### src/rtl/xw_pkg.sv
package xw_pkg;
  localparam int unsigned PAGE_LG = 12;
  // control word field positions
  localparam int unsigned C_EN      = 31;
  localparam int unsigned C_XL      = 30;
  localparam int unsigned C_ALL     = 29;
  localparam int unsigned C_SZ_LO   = 24;
  localparam int unsigned C_SZ_W    = 5;
  localparam int unsigned C_MODE_LO = 20;
  localparam int unsigned C_END_LO  = 16;
  localparam int unsigned C_KEEP    = 12;
  localparam int unsigned C_RD_LO   = 8;
  localparam int unsigned C_OWN_LO  = 0;

  typedef enum logic [1:0] {
    K_BASE = 2'd0,
    K_XLAT = 2'd1,
    K_CTRL = 2'd2,
    K_GLOB = 2'd3
  } reg_kind_e;

  typedef struct packed {
    logic       io;
    logic [1:0] endian;
    logic       keep;
    logic [2:0] rd_amt;
  } attr_t;
endpackage

### src/rtl/xw_window.sv
module xw_window
  import xw_pkg::*;
#(
  parameter int unsigned AW = 32,
  parameter int unsigned MW = 4
) (
  input  logic          clk,
  input  logic          rst_n,
  input  logic          wr_base,
  input  logic          wr_xlat,
  input  logic          wr_ctrl,
  input  logic [31:0]   wdata,
  input  logic [AW-1:0] lk_addr,
  input  logic [MW-1:0] lk_master,
  output logic [31:0]   base_q,
  output logic [31:0]   xlat_q,
  output logic [31:0]   ctrl_q,
  output logic          hit,
  output logic [AW-1:0] xaddr,
  output attr_t         attr
);
  localparam int unsigned MAX_CODE = AW - PAGE_LG - 1;

  always_ff @(posedge clk) begin
    if (!rst_n) begin
      base_q <= '0;
      xlat_q <= '0;
      ctrl_q <= '0;
    end else begin
      if (wr_base) base_q <= wdata;
      if (wr_xlat) xlat_q <= wdata;
      if (wr_ctrl) ctrl_q <= wdata;
    end
  end

  logic [C_SZ_W-1:0] code_raw;
  logic [C_SZ_W-1:0] code;
  logic [AW-1:0]     hi_mask;
  logic              who_ok;

  always_comb begin
    code_raw = ctrl_q[C_SZ_LO +: C_SZ_W];
    code     = (32'(code_raw) > MAX_CODE) ? C_SZ_W'(MAX_CODE) : code_raw;
    hi_mask  = ~((AW'(1) << (PAGE_LG + 32'(code))) - AW'(1));
    who_ok   = ctrl_q[C_ALL] || (lk_master == ctrl_q[C_OWN_LO +: MW]);
    hit      = ctrl_q[C_EN] && who_ok &&
               (((lk_addr ^ base_q[AW-1:0]) & hi_mask) == '0);
    xaddr    = ctrl_q[C_XL] ? ((xlat_q[AW-1:0] & hi_mask) | (lk_addr & ~hi_mask))
                            : lk_addr;
    attr.io     = |ctrl_q[C_MODE_LO +: 2];
    attr.endian = ctrl_q[C_END_LO +: 2];
    attr.keep   = ctrl_q[C_KEEP];
    attr.rd_amt = ctrl_q[C_RD_LO +: 3];
  end


  ctrl_hold_chk: assert property (@(posedge clk) disable iff (!rst_n)
    !$past(wr_ctrl) && $past(rst_n) |-> $stable(ctrl_q));

  en_gate_chk: assert property (@(posedge clk) disable iff (!rst_n)
    hit |-> ctrl_q[C_EN]);
endmodule

### src/rtl/xw_prio.sv
module xw_prio
  import xw_pkg::*;
#(
  parameter int unsigned NWIN = 8,
  parameter int unsigned AW   = 32
) (
  input  logic [NWIN-1:0]         hit_vec,
  input  logic [NWIN-1:0][AW-1:0] xaddr_vec,
  input  attr_t [NWIN-1:0]        attr_vec,
  input  logic [AW-1:0]           pass_addr,
  output logic [NWIN-1:0]         win_oh,
  output logic [AW-1:0]           sel_addr,
  output attr_t                   sel_attr
);
  always_comb begin
    win_oh   = hit_vec & (~hit_vec + NWIN'(1));
    sel_addr = pass_addr;
    sel_attr = '0;
    for (int i = NWIN - 1; i >= 0; i--) begin
      if (hit_vec[i]) begin
        sel_addr = xaddr_vec[i];
        sel_attr = attr_vec[i];
      end
    end
  end
endmodule

### src/rtl/xw_xlate_top.sv
module xw_xlate_top
  import xw_pkg::*;
#(
  parameter int unsigned NWIN = 8,
  parameter int unsigned AW   = 32,
  parameter int unsigned MW   = 4,
  localparam int unsigned SW  = $clog2(NWIN)
) (
  input  logic            clk,
  input  logic            rst_n,
  input  logic            reg_we,
  input  logic [SW+1:0]   reg_addr,
  input  logic [31:0]     reg_wdata,
  output logic [31:0]     reg_rdata,
  input  logic            req_valid,
  output logic            req_ready,
  input  logic [AW-1:0]   req_addr,
  input  logic [MW-1:0]   req_master,
  output logic            rsp_valid,
  input  logic            rsp_ready,
  output logic            rsp_claim,
  output logic [NWIN-1:0] rsp_hit,
  output logic            rsp_miss,
  output logic [AW-1:0]   rsp_addr,
  output logic            rsp_io,
  output logic [1:0]      rsp_endian,
  output logic            rsp_keep,
  output logic [2:0]      rsp_rd_amt
);
  reg_kind_e      kind;
  logic [SW-1:0]  wsel;
  logic           master_en;

  logic [NWIN-1:0][31:0]   base_a, xlat_a, ctrl_a;
  logic [NWIN-1:0]         hit_vec;
  logic [NWIN-1:0][AW-1:0] xaddr_vec;
  attr_t [NWIN-1:0]        attr_vec;
  logic [NWIN-1:0]         win_oh;
  logic [AW-1:0]           sel_addr;
  attr_t                   sel_attr;

  assign kind = reg_kind_e'(reg_addr[1:0]);
  assign wsel = reg_addr[SW+1:2];

  for (genvar g = 0; g < NWIN; g++) begin : g_win
    logic here;
    assign here = reg_we && (wsel == SW'(g));
    xw_window #(.AW(AW), .MW(MW)) u_win (
      .clk      (clk),
      .rst_n    (rst_n),
      .wr_base  (here && kind == K_BASE),
      .wr_xlat  (here && kind == K_XLAT),
      .wr_ctrl  (here && kind == K_CTRL),
      .wdata    (reg_wdata),
      .lk_addr  (req_addr),
      .lk_master(req_master),
      .base_q   (base_a[g]),
      .xlat_q   (xlat_a[g]),
      .ctrl_q   (ctrl_a[g]),
      .hit      (hit_vec[g]),
      .xaddr    (xaddr_vec[g]),
      .attr     (attr_vec[g])
    );
  end

  xw_prio #(.NWIN(NWIN), .AW(AW)) u_prio (
    .hit_vec  (hit_vec),
    .xaddr_vec(xaddr_vec),
    .attr_vec (attr_vec),
    .pass_addr(req_addr),
    .win_oh   (win_oh),
    .sel_addr (sel_addr),
    .sel_attr (sel_attr)
  );

  always_ff @(posedge clk) begin
    if (!rst_n) master_en <= 1'b0;
    else if (reg_we && kind == K_GLOB) master_en <= reg_wdata[0];
  end

  always_comb begin
    unique case (kind)
      K_BASE:  reg_rdata = base_a[wsel];
      K_XLAT:  reg_rdata = xlat_a[wsel];
      K_CTRL:  reg_rdata = ctrl_a[wsel];
      default: reg_rdata = {31'd0, master_en};
    endcase
  end

  assign req_ready = !rsp_valid || rsp_ready;

  always_ff @(posedge clk) begin
    if (!rst_n) begin
      rsp_valid  <= 1'b0;
      rsp_claim  <= 1'b0;
      rsp_hit    <= '0;
      rsp_miss   <= 1'b0;
      rsp_addr   <= '0;
      rsp_io     <= 1'b0;
      rsp_endian <= '0;
      rsp_keep   <= 1'b0;
      rsp_rd_amt <= '0;
    end else if (req_ready) begin
      rsp_valid <= req_valid;
      if (req_valid) begin
        rsp_claim  <= (|win_oh) && master_en;
        rsp_hit    <= win_oh;
        rsp_miss   <= ~|win_oh;
        rsp_addr   <= sel_addr;
        rsp_io     <= sel_attr.io;
        rsp_endian <= sel_attr.endian;
        rsp_keep   <= sel_attr.keep;
        rsp_rd_amt <= sel_attr.rd_amt;
      end
    end
  end


  hit_onehot_chk: assert property (@(posedge clk) disable iff (!rst_n)
    rsp_valid |-> $onehot0(rsp_hit) && (rsp_miss == (rsp_hit == '0)));

  claim_needs_hit_chk: assert property (@(posedge clk) disable iff (!rst_n)
    rsp_valid && rsp_claim |-> !rsp_miss);

  stall_hold_chk: assert property (@(posedge clk) disable iff (!rst_n)
    rsp_valid && !rsp_ready |=> rsp_valid && $stable(rsp_addr) && $stable(rsp_hit)
                                && $stable(rsp_claim));

  stall_block_chk: assert property (@(posedge clk) disable iff (!rst_n)
    rsp_valid && !rsp_ready |-> !req_ready);
endmodule

### config.mk
export PLATFORM = sky130hd
export DESIGN_NAME = xw_xlate_top
export DESIGN_NICKNAME = d
export VERILOG_FILES = /design/src/rtl/xw_pkg.sv /design/src/rtl/xw_window.sv /design/src/rtl/xw_prio.sv /design/src/rtl/xw_xlate_top.sv
export SDC_FILE = /design/constraint.sdc
export NUM_CORES = 2
export LEC_CHECK = 0
export BUFFER_PORTS_ARGS = -buffer_cell sky130_fd_sc_hd__buf_2
export CORE_MARGIN = 10
export CORE_UTILIZATION = 45
export DETAILED_ROUTE_END_ITERATION = 7
export PLACE_DENSITY = 0.61
export SETUP_SLACK_MARGIN = 0.2
export SYNTH_ARGS = -nofsm -noshare
export SYNTH_HDL_FRONTEND = slang
export SYNTH_SLANG_ARGS = --single-unit
### constraint.sdc
create_clock -name clk -period 6.2 [get_ports clk]
set_input_delay 0 -clock clk [delete_from_list [all_inputs] [get_ports clk]]
set_output_delay 0 -clock clk [all_outputs]
set_load 0.01 [all_outputs]
## Yosys cells after proc, flatten, opt, wreduce, memory -nomap -nowiden

Cells that the tools add are included.

- Mux-type cells: 39
- Equal/unequal tests: 18
- Bitwise gates (word level): 58
- Shift operators: 8
- Reductions and logical operators: 81
- Add/subtract/negate cells: 17
- Order comparisons: 9

Operator list:

| operator | number |
|---|---|
| 32-bit bitwise AND | 24 |
| 32-bit two-way mux | 19 |
| 32-bit NOT | 16 |
| 32-bit binary-select mux with 3-bit select | 3 |
| 32-bit zero test | 8 |
| 32-bit bitwise OR | 8 |
| 1-bit by 32-bit left shift with 32-bit output, first input constant | 8 |
| 32-bit by 2-bit subtractor with 32-bit output, second input constant | 8 |
| 32-bit XOR | 8 |
| 32-bit one-hot mux with 3 select lines | 1 |
| 7-bit two-way mux | 8 |
| 1-bit logical AND | 50 |
| 4-bit by 5-bit adder with 6-bit output, first input constant | 8 |
| 5-bit greater-than comparator, second input constant | 8 |
| 5-bit two-way mux | 8 |
| 4-bit equality test | 8 |
| 2-bit OR reduction | 8 |
| 3-bit equality test, second input constant | 4 |
| 1-bit logical OR | 9 |
| 8-bit by 1-bit adder with 8-bit output, second input constant | 1 |
| 8-bit bitwise AND | 1 |
| 8-bit NOT | 1 |
| 8-bit OR reduction | 1 |
| 3-bit by 2-bit equality test with 1-bit output, second input constant | 2 |
| 8 further kinds | 10 |

- Bits of input ports: 78
- Flip-flop bits (word level): 819

## Depth between registers and ports, before layout

- Word-level depth: 18
- Gate-level depth with buffers: 25
- Mapped depth without buffers: 19

## Cells and area by module

Synthesis repeated with hierarchy kept, for this count alone.

- Cell total of the unflattened synthesis: 6088
- Area, all modules: 56566.8 um^2

Modules (own cells, without submodules):

| module | cells each | times used | area each (um^2) | sequential area each (um^2) |
|---|---|---|---|---|
| xw_window at g_win[3].u_win ... | 591 | 5 | 5581.6 | 1921.8 |
| xw_window at g_win[0].u_win ... | 626 | 3 | 5749.3 | 1921.8 |
| xw_xlate_top | 836 | 1 | 8568.2 | 1021.0 |
| xw_prio | 419 | 1 | 2842.7 | 0.0 |

## Worst setup path before layout

No wires, ideal clock.

- Path type: register to register
- Start: register g_win[4].u_win.ctrl_q[28]
- End: register rsp_addr[24]
- Cell stages (with the launch flop): 24
- Setup slack: 0.987 ns
- Arrival: 5.091 ns
- Library setup time: 0.122 ns
- Data required time: 6.078 ns
- Buffers on the path: 6
- Clock period less this slack: 5.213 ns
- Cell sequence: dfxtp_1 -> clkbuf_1 -> clkbuf_1 -> clkbuf_1 -> nand2b_1 -> ha_1 -> clkbuf_1 -> inv_1 -> clkbuf_1 -> nor2_1 -> nand2_1 -> ha_1 -> o21ai_0 -> a221oi_1 -> mux2_2 -> a32o_1 -> a221oi_1 -> and4_1 -> nand2_1 -> nand2_1 -> clkbuf_1 -> o221ai_1 -> a311oi_1 -> nor2_1

- Longest elaborated chain between the ends: 15
- Elaborated cells between the ends (all ways): 19
- Those cells by class: add/sub (2); order compare (1); shift (1); mux (7); bitwise (6); reduce/logical (2)

Ends and longest elaborated chain:

| element | line | source |
|---|---|---|
| start: declaration | xw_window.sv:17 | `output logic [31:0] ctrl_q,` |
| start signal: assignment | xw_window.sv:32 | `if (wr_ctrl) ctrl_q <= wdata;` |
| 5-bit greater-than comparator | xw_window.sv:43 | `code = (32'(code_raw) > MAX_CODE) ? C_SZ_W'(MAX_CODE) : code_raw;` |
| 5-bit two-way mux (*) | xw_window.sv:43 |  |
| 4-bit by 5-bit adder with 6-bit output (*) | xw_window.sv:44 | `hi_mask = ~((AW'(1) << (PAGE_LG + 32'(code))) - AW'(1));` |
| 1-bit by 32-bit left shift with 32-bit output (*) | xw_window.sv:44 |  |
| 32-bit by 2-bit subtractor with 32-bit output (*) | xw_window.sv:44 |  |
| 32-bit NOT (*) | xw_window.sv:44 |  |
| branches (longest 4 deep; another with 32-bit bitwise AND) | - |  |
| 32-bit two-way mux (*) (5 in series) | xw_prio.sv:20 | `if (hit_vec[i]) begin` |
| end signal: assignment | xw_xlate_top.sv:109 | `rsp_addr <= sel_addr;` |
| end: declaration | xw_xlate_top.sv:24 | `output logic [AW-1:0] rsp_addr,` |

Every way passes the cells marked *.
A chain may end at the register's enable or synchronous reset.

## Final worst setup path

- Start: register g_win[2].u_win.ctrl_q[28]
- End: register rsp_io

- Longest elaborated chain between the ends: 12

Ends and longest elaborated chain:

| element | line | source |
|---|---|---|
| start: declaration | xw_window.sv:17 |  |
| start signal: assignment | xw_window.sv:32 |  |
| 5-bit greater-than comparator | xw_window.sv:43 |  |
| 5-bit two-way mux (*) | xw_window.sv:43 |  |
| 4-bit by 5-bit adder with 6-bit output (*) | xw_window.sv:44 |  |
| 1-bit by 32-bit left shift with 32-bit output (*) | xw_window.sv:44 |  |
| 32-bit by 2-bit subtractor with 32-bit output (*) | xw_window.sv:44 |  |
| 32-bit NOT (*) | xw_window.sv:44 |  |
| 32-bit bitwise AND (*) | xw_window.sv:47 | `(((lk_addr ^ base_q[AW-1:0]) & hi_mask) == '0);` |
| 32-bit zero test (*) | xw_window.sv:47 |  |
| 1-bit logical AND (*) | xw_window.sv:46 | `hit = ctrl_q[C_EN] && who_ok &&` |
| 7-bit two-way mux (*) (3 in series) | xw_prio.sv:20 |  |
| end signal: assignment | xw_xlate_top.sv:110 | `rsp_io <= sel_attr.io;` |
| end: declaration | xw_xlate_top.sv:25 | `output logic rsp_io,` |

Every way passes the cells marked *; elsewhere a longest branch is shown, timed or not.

==> results.yml <==
hold_path:
  hp-class: "input port to flop"
  min_from: "req_addr[23]"
route:
  postRouteAntennaNets: 0
  routed_wl_um: 305400
  drt-initial-drc-count: 8556
  wl_per_cell_um: 36.14
  vias: 56180
  drc: 0
  via_per_inst: 6.647
  dr.pass1.iters: 6
placement:
  dp_cells: 8227
  portBuffers: 160
  gp_congestion: 1.069
  hpwl_um: 223900
layout:
  final_util: 0.5076
  layout.nets: 6850
  syn2layout_area_growth_pct: 12.10
  final_cells: 8451
  drive_gt1_frac: 0.1386
setup_path:
  r2r_start: "g_win[2].u_win.ctrl_q[28]$_SDFFE_PN0P_"
  cp.arrival_ns: 6.63
  path_class: "flop to flop"
  worstPathRequired_ns: 6.85
  end_kind: "flop"
  critPathMaxFanout: 26
  start_kind: "flop"
  crit_path_start: "g_win[2].u_win.ctrl_q[28]$_SDFFE_PN0P_"
global_route:
  grtUsageTotal: 0.4307
  grt_pass1_wl_um: 418200
  grt_pass1_vias: 51580
  overflow: 0
  grt_max_degree: 186
  antenna_found_initial: 36
timing:
  fmaxAchievable_mhz: 167.1
  rsz0062_at_grt: "true"
  post-route-min-period_ns: 5.984
  setup_tns_ns: 0
  slew_viol_final: 0
  whs_ns: 0.05226
  slew-limit-headroom: 0.004186
  setup_viol: 0
  clock_skew_ns: 0.04262
  fin_crit_sh: 0.9652
  hold_viol: 0
  worstMarginPinSlew_ns: 1.478
clock_network:
  cts_setup_buffers: 0
  cts_inserted_buffers: 97
  cts_tree: "done"
  clock_path_buffers: 3
  clockRootBuffer: "clkbuf_16"
  htreeDepth: 3
  clock-sinks: 819
  clock_latency_ns: 0.76
  cts.clk_slew.worst_paths_ns: 0.06
power_and_ir_drop:
  p_comb_frac: 0.117
  p_total_uw: 13180
  swShare: 0.2850
  pwr-share-clk: 0.474
  power.share.sequential: 0.409
  p_sw_uw: 3757
  power-per-cell-area_nw_per_um2: 216.7
  p_int_uw: 9425
  irDropWorstVdd_uv: 236.7
  p_leak_uw: 0.02106
synth:
  ys_warn_count: 0
  ys_ff_latch: 819
  synth.area.top_cells: "dfxtp_1 30%, nand2_1 13%, a21boi_0 11%"
  yosysTopAreaCellShare: 0.3022
  synth.net_count: 6936
  syn-instance-count: 6842
  post_synth.cell_area_avg_um2: 7.930
  netlist_area_um2: 54260
  ys_types: 106
  seq_area_frac_synth: 0.3022
  synth_ff_type: "dfxtp_1"
  ys_async_sr_fraction: 0
  synth_area_leader_cell: "dfxtp_1"
  synth_edf_count: 0
die:
  dieArea_um2: 134900
  io_pins: 161
  die_x_um: 367.2
  core_um2: 119800
  initial_utilization: 0.4528
  die_y_um: 367.2
  rows: 127
flow_run:
  max-cap-violations: 2
run_status:
  violations: "capacitance limit"
  status: "finished, violations left"
-- kinds of logic (layout without fill, tap and decap cells) --
logic type,after synthesis,in the layout,synth area share
simple gates,2641,2641,0.2113
flops,819,819,0.3022
fa+ha+maj,16,16,0.003690
other cells,0,6,0
buf+inv,719,710,0.05108
compound gates,1791,1791,0.2360
mux,507,507,0.1395
xor+xnor,349,349,0.05634
-- stage by stage --
stage                     area, µm²  worst slack [ns]
after floorplan               54260            0.9874
after global placement        56900           0.06193
after detailed placement      56900         -0.004236
after CTS                     60750            0.3194
after global routing          60800            0.1887
final                         60820            0.2159
-- per-layer routing --
metal	part of all wire	vias to the layer above	track usage
met4	0.080	36	0.2724
met2	0.39	4083	0.5924
met5	0.00079	-	0
li1	-	23900	-
met3	0.14	831	0.1621
met1	0.38	27330	0.5599
-- flip-flops by register name, indices dropped and copies added (netlist names) --
name / count
rsp_keep: 1
master_en: 1
rsp_endian: 2
rsp_addr: 32
g_win.u_win.base_q: 256
rsp_miss: 1
rsp_valid: 1
rsp_hit: 8
rsp_claim: 1
g_win.u_win.xlat_q: 256
rsp_rd_amt: 3
rsp_io: 1
g_win.u_win.ctrl_q: 256
-- final cells by class --
| class | instances | area (µm²) |
|---|---|---|
| Antenna cell | 6 | 15.01 |
| Clock inverter | 32 | 555.5 |
| Timing Repair Buffer | 470 | 3400 |
| Clock buffer | 144 | 2874 |
| Fill cell | 11650 | 58990 |
| Sequential cell | 819 | 16400 |
| Tap cell | 1612 | 2017 |
| Inverter | 64 | 240.2 |
| Multi-Input combinational cell | 5304 | 35320 |
-- repair_timing --
item	CTS	global route
resized for setup	3	9
hold buffers	40	0
setup endpoints to repair	8	22
pin swaps	0	0
hold endpoints to repair	735	0
-- Yosys cell counts (31+ instances only) --
master / instances
nand2_1: 1835
dfxtp_1: 819
a21boi_0: 785
clkbuf_1: 580
mux2i_1: 255
nor2_1: 242
a21oi_1: 225
o21ai_0: 223
mux4_2: 193
xnor2_1: 190
xor2_1: 159
nand3_1: 87
nor3_1: 74
o221ai_1: 64
nand2b_1: 62
inv_1: 61
mux2_2: 56
a211oi_1: 45
buf_1: 44
o211ai_1: 42
nor2b_1: 38
nor4_1: 34
o22a_1: 32
a31oi_1: 31
or3_1: 31
-- cell usage in the layout (no fill, tap or decap), types with 36 or more instances in the layout --
master and instances:
nand2_1 1832, dfxtp_1 819, a21boi_0 784, buf_4 258, mux2i_1 255, a21oi_1 224, o21ai_0 222, nor2_1 218
mux4_2 193, xnor2_1 189, xor2_1 159, buf_2 157, clkbuf_16 97, nand3_1 87, nor3_1 72, o221ai_1 64
inv_1 61, nand2b_1 60, mux2_2 56, a211oi_1 44, o211ai_1 42, dlygate4sd3_1 40, nor2b_1 36
-- power by group through the flow --
stage	Sequential, µW	Combinational (µW)	Clock [µW]
2_1_floorplan	5480	796	0
3_3_place_gp	5500	1440	0
3_5_place_dp	5500	1440	0
4_1_cts	5390	1460	6270
5_1_grt	5390	1550	6440
6_report	5400	1540	6250
-- worst paths after layout --
| kind | slack [ns] | cells after the start | end |
|---|---|---|---|
| hold / removal | 0.05 | 4 | rsp_addr[23]$_SDFFE_PN0P_ |
| setup reg to reg | 0.22 | 20 | rsp_io$_SDFFE_PN0P_ |
| setup / recovery | 0.22 | 20 | rsp_io$_SDFFE_PN0P_ |
| hold reg to reg | 0.46 | 2 | g_win[5].u_win.ctrl_q[4]$_SDFFE_PN0P_ |
-- critical path: stages (launching register included) --
cell,delay (ns)
dfxtp_1,0.32
buf_4,0.22
nand2b_1,0.17
ha_1,0.27
or4b_1,0.61
a21oi_1,0.25
nand2_1,0.08
ha_1,0.48
a211oi_2,0.43
o211ai_1,0.25
nor4_1,0.31
o2111ai_1,0.31
a2111oi_2,0.57
buf_4,0.25
nand2_1,0.17
buf_4,0.26
nor3_2,0.26
nor3_1,0.18
o311ai_0,0.13
a21oi_1,0.07
o31a_1,0.28
(Power assumes the default switching activity.)
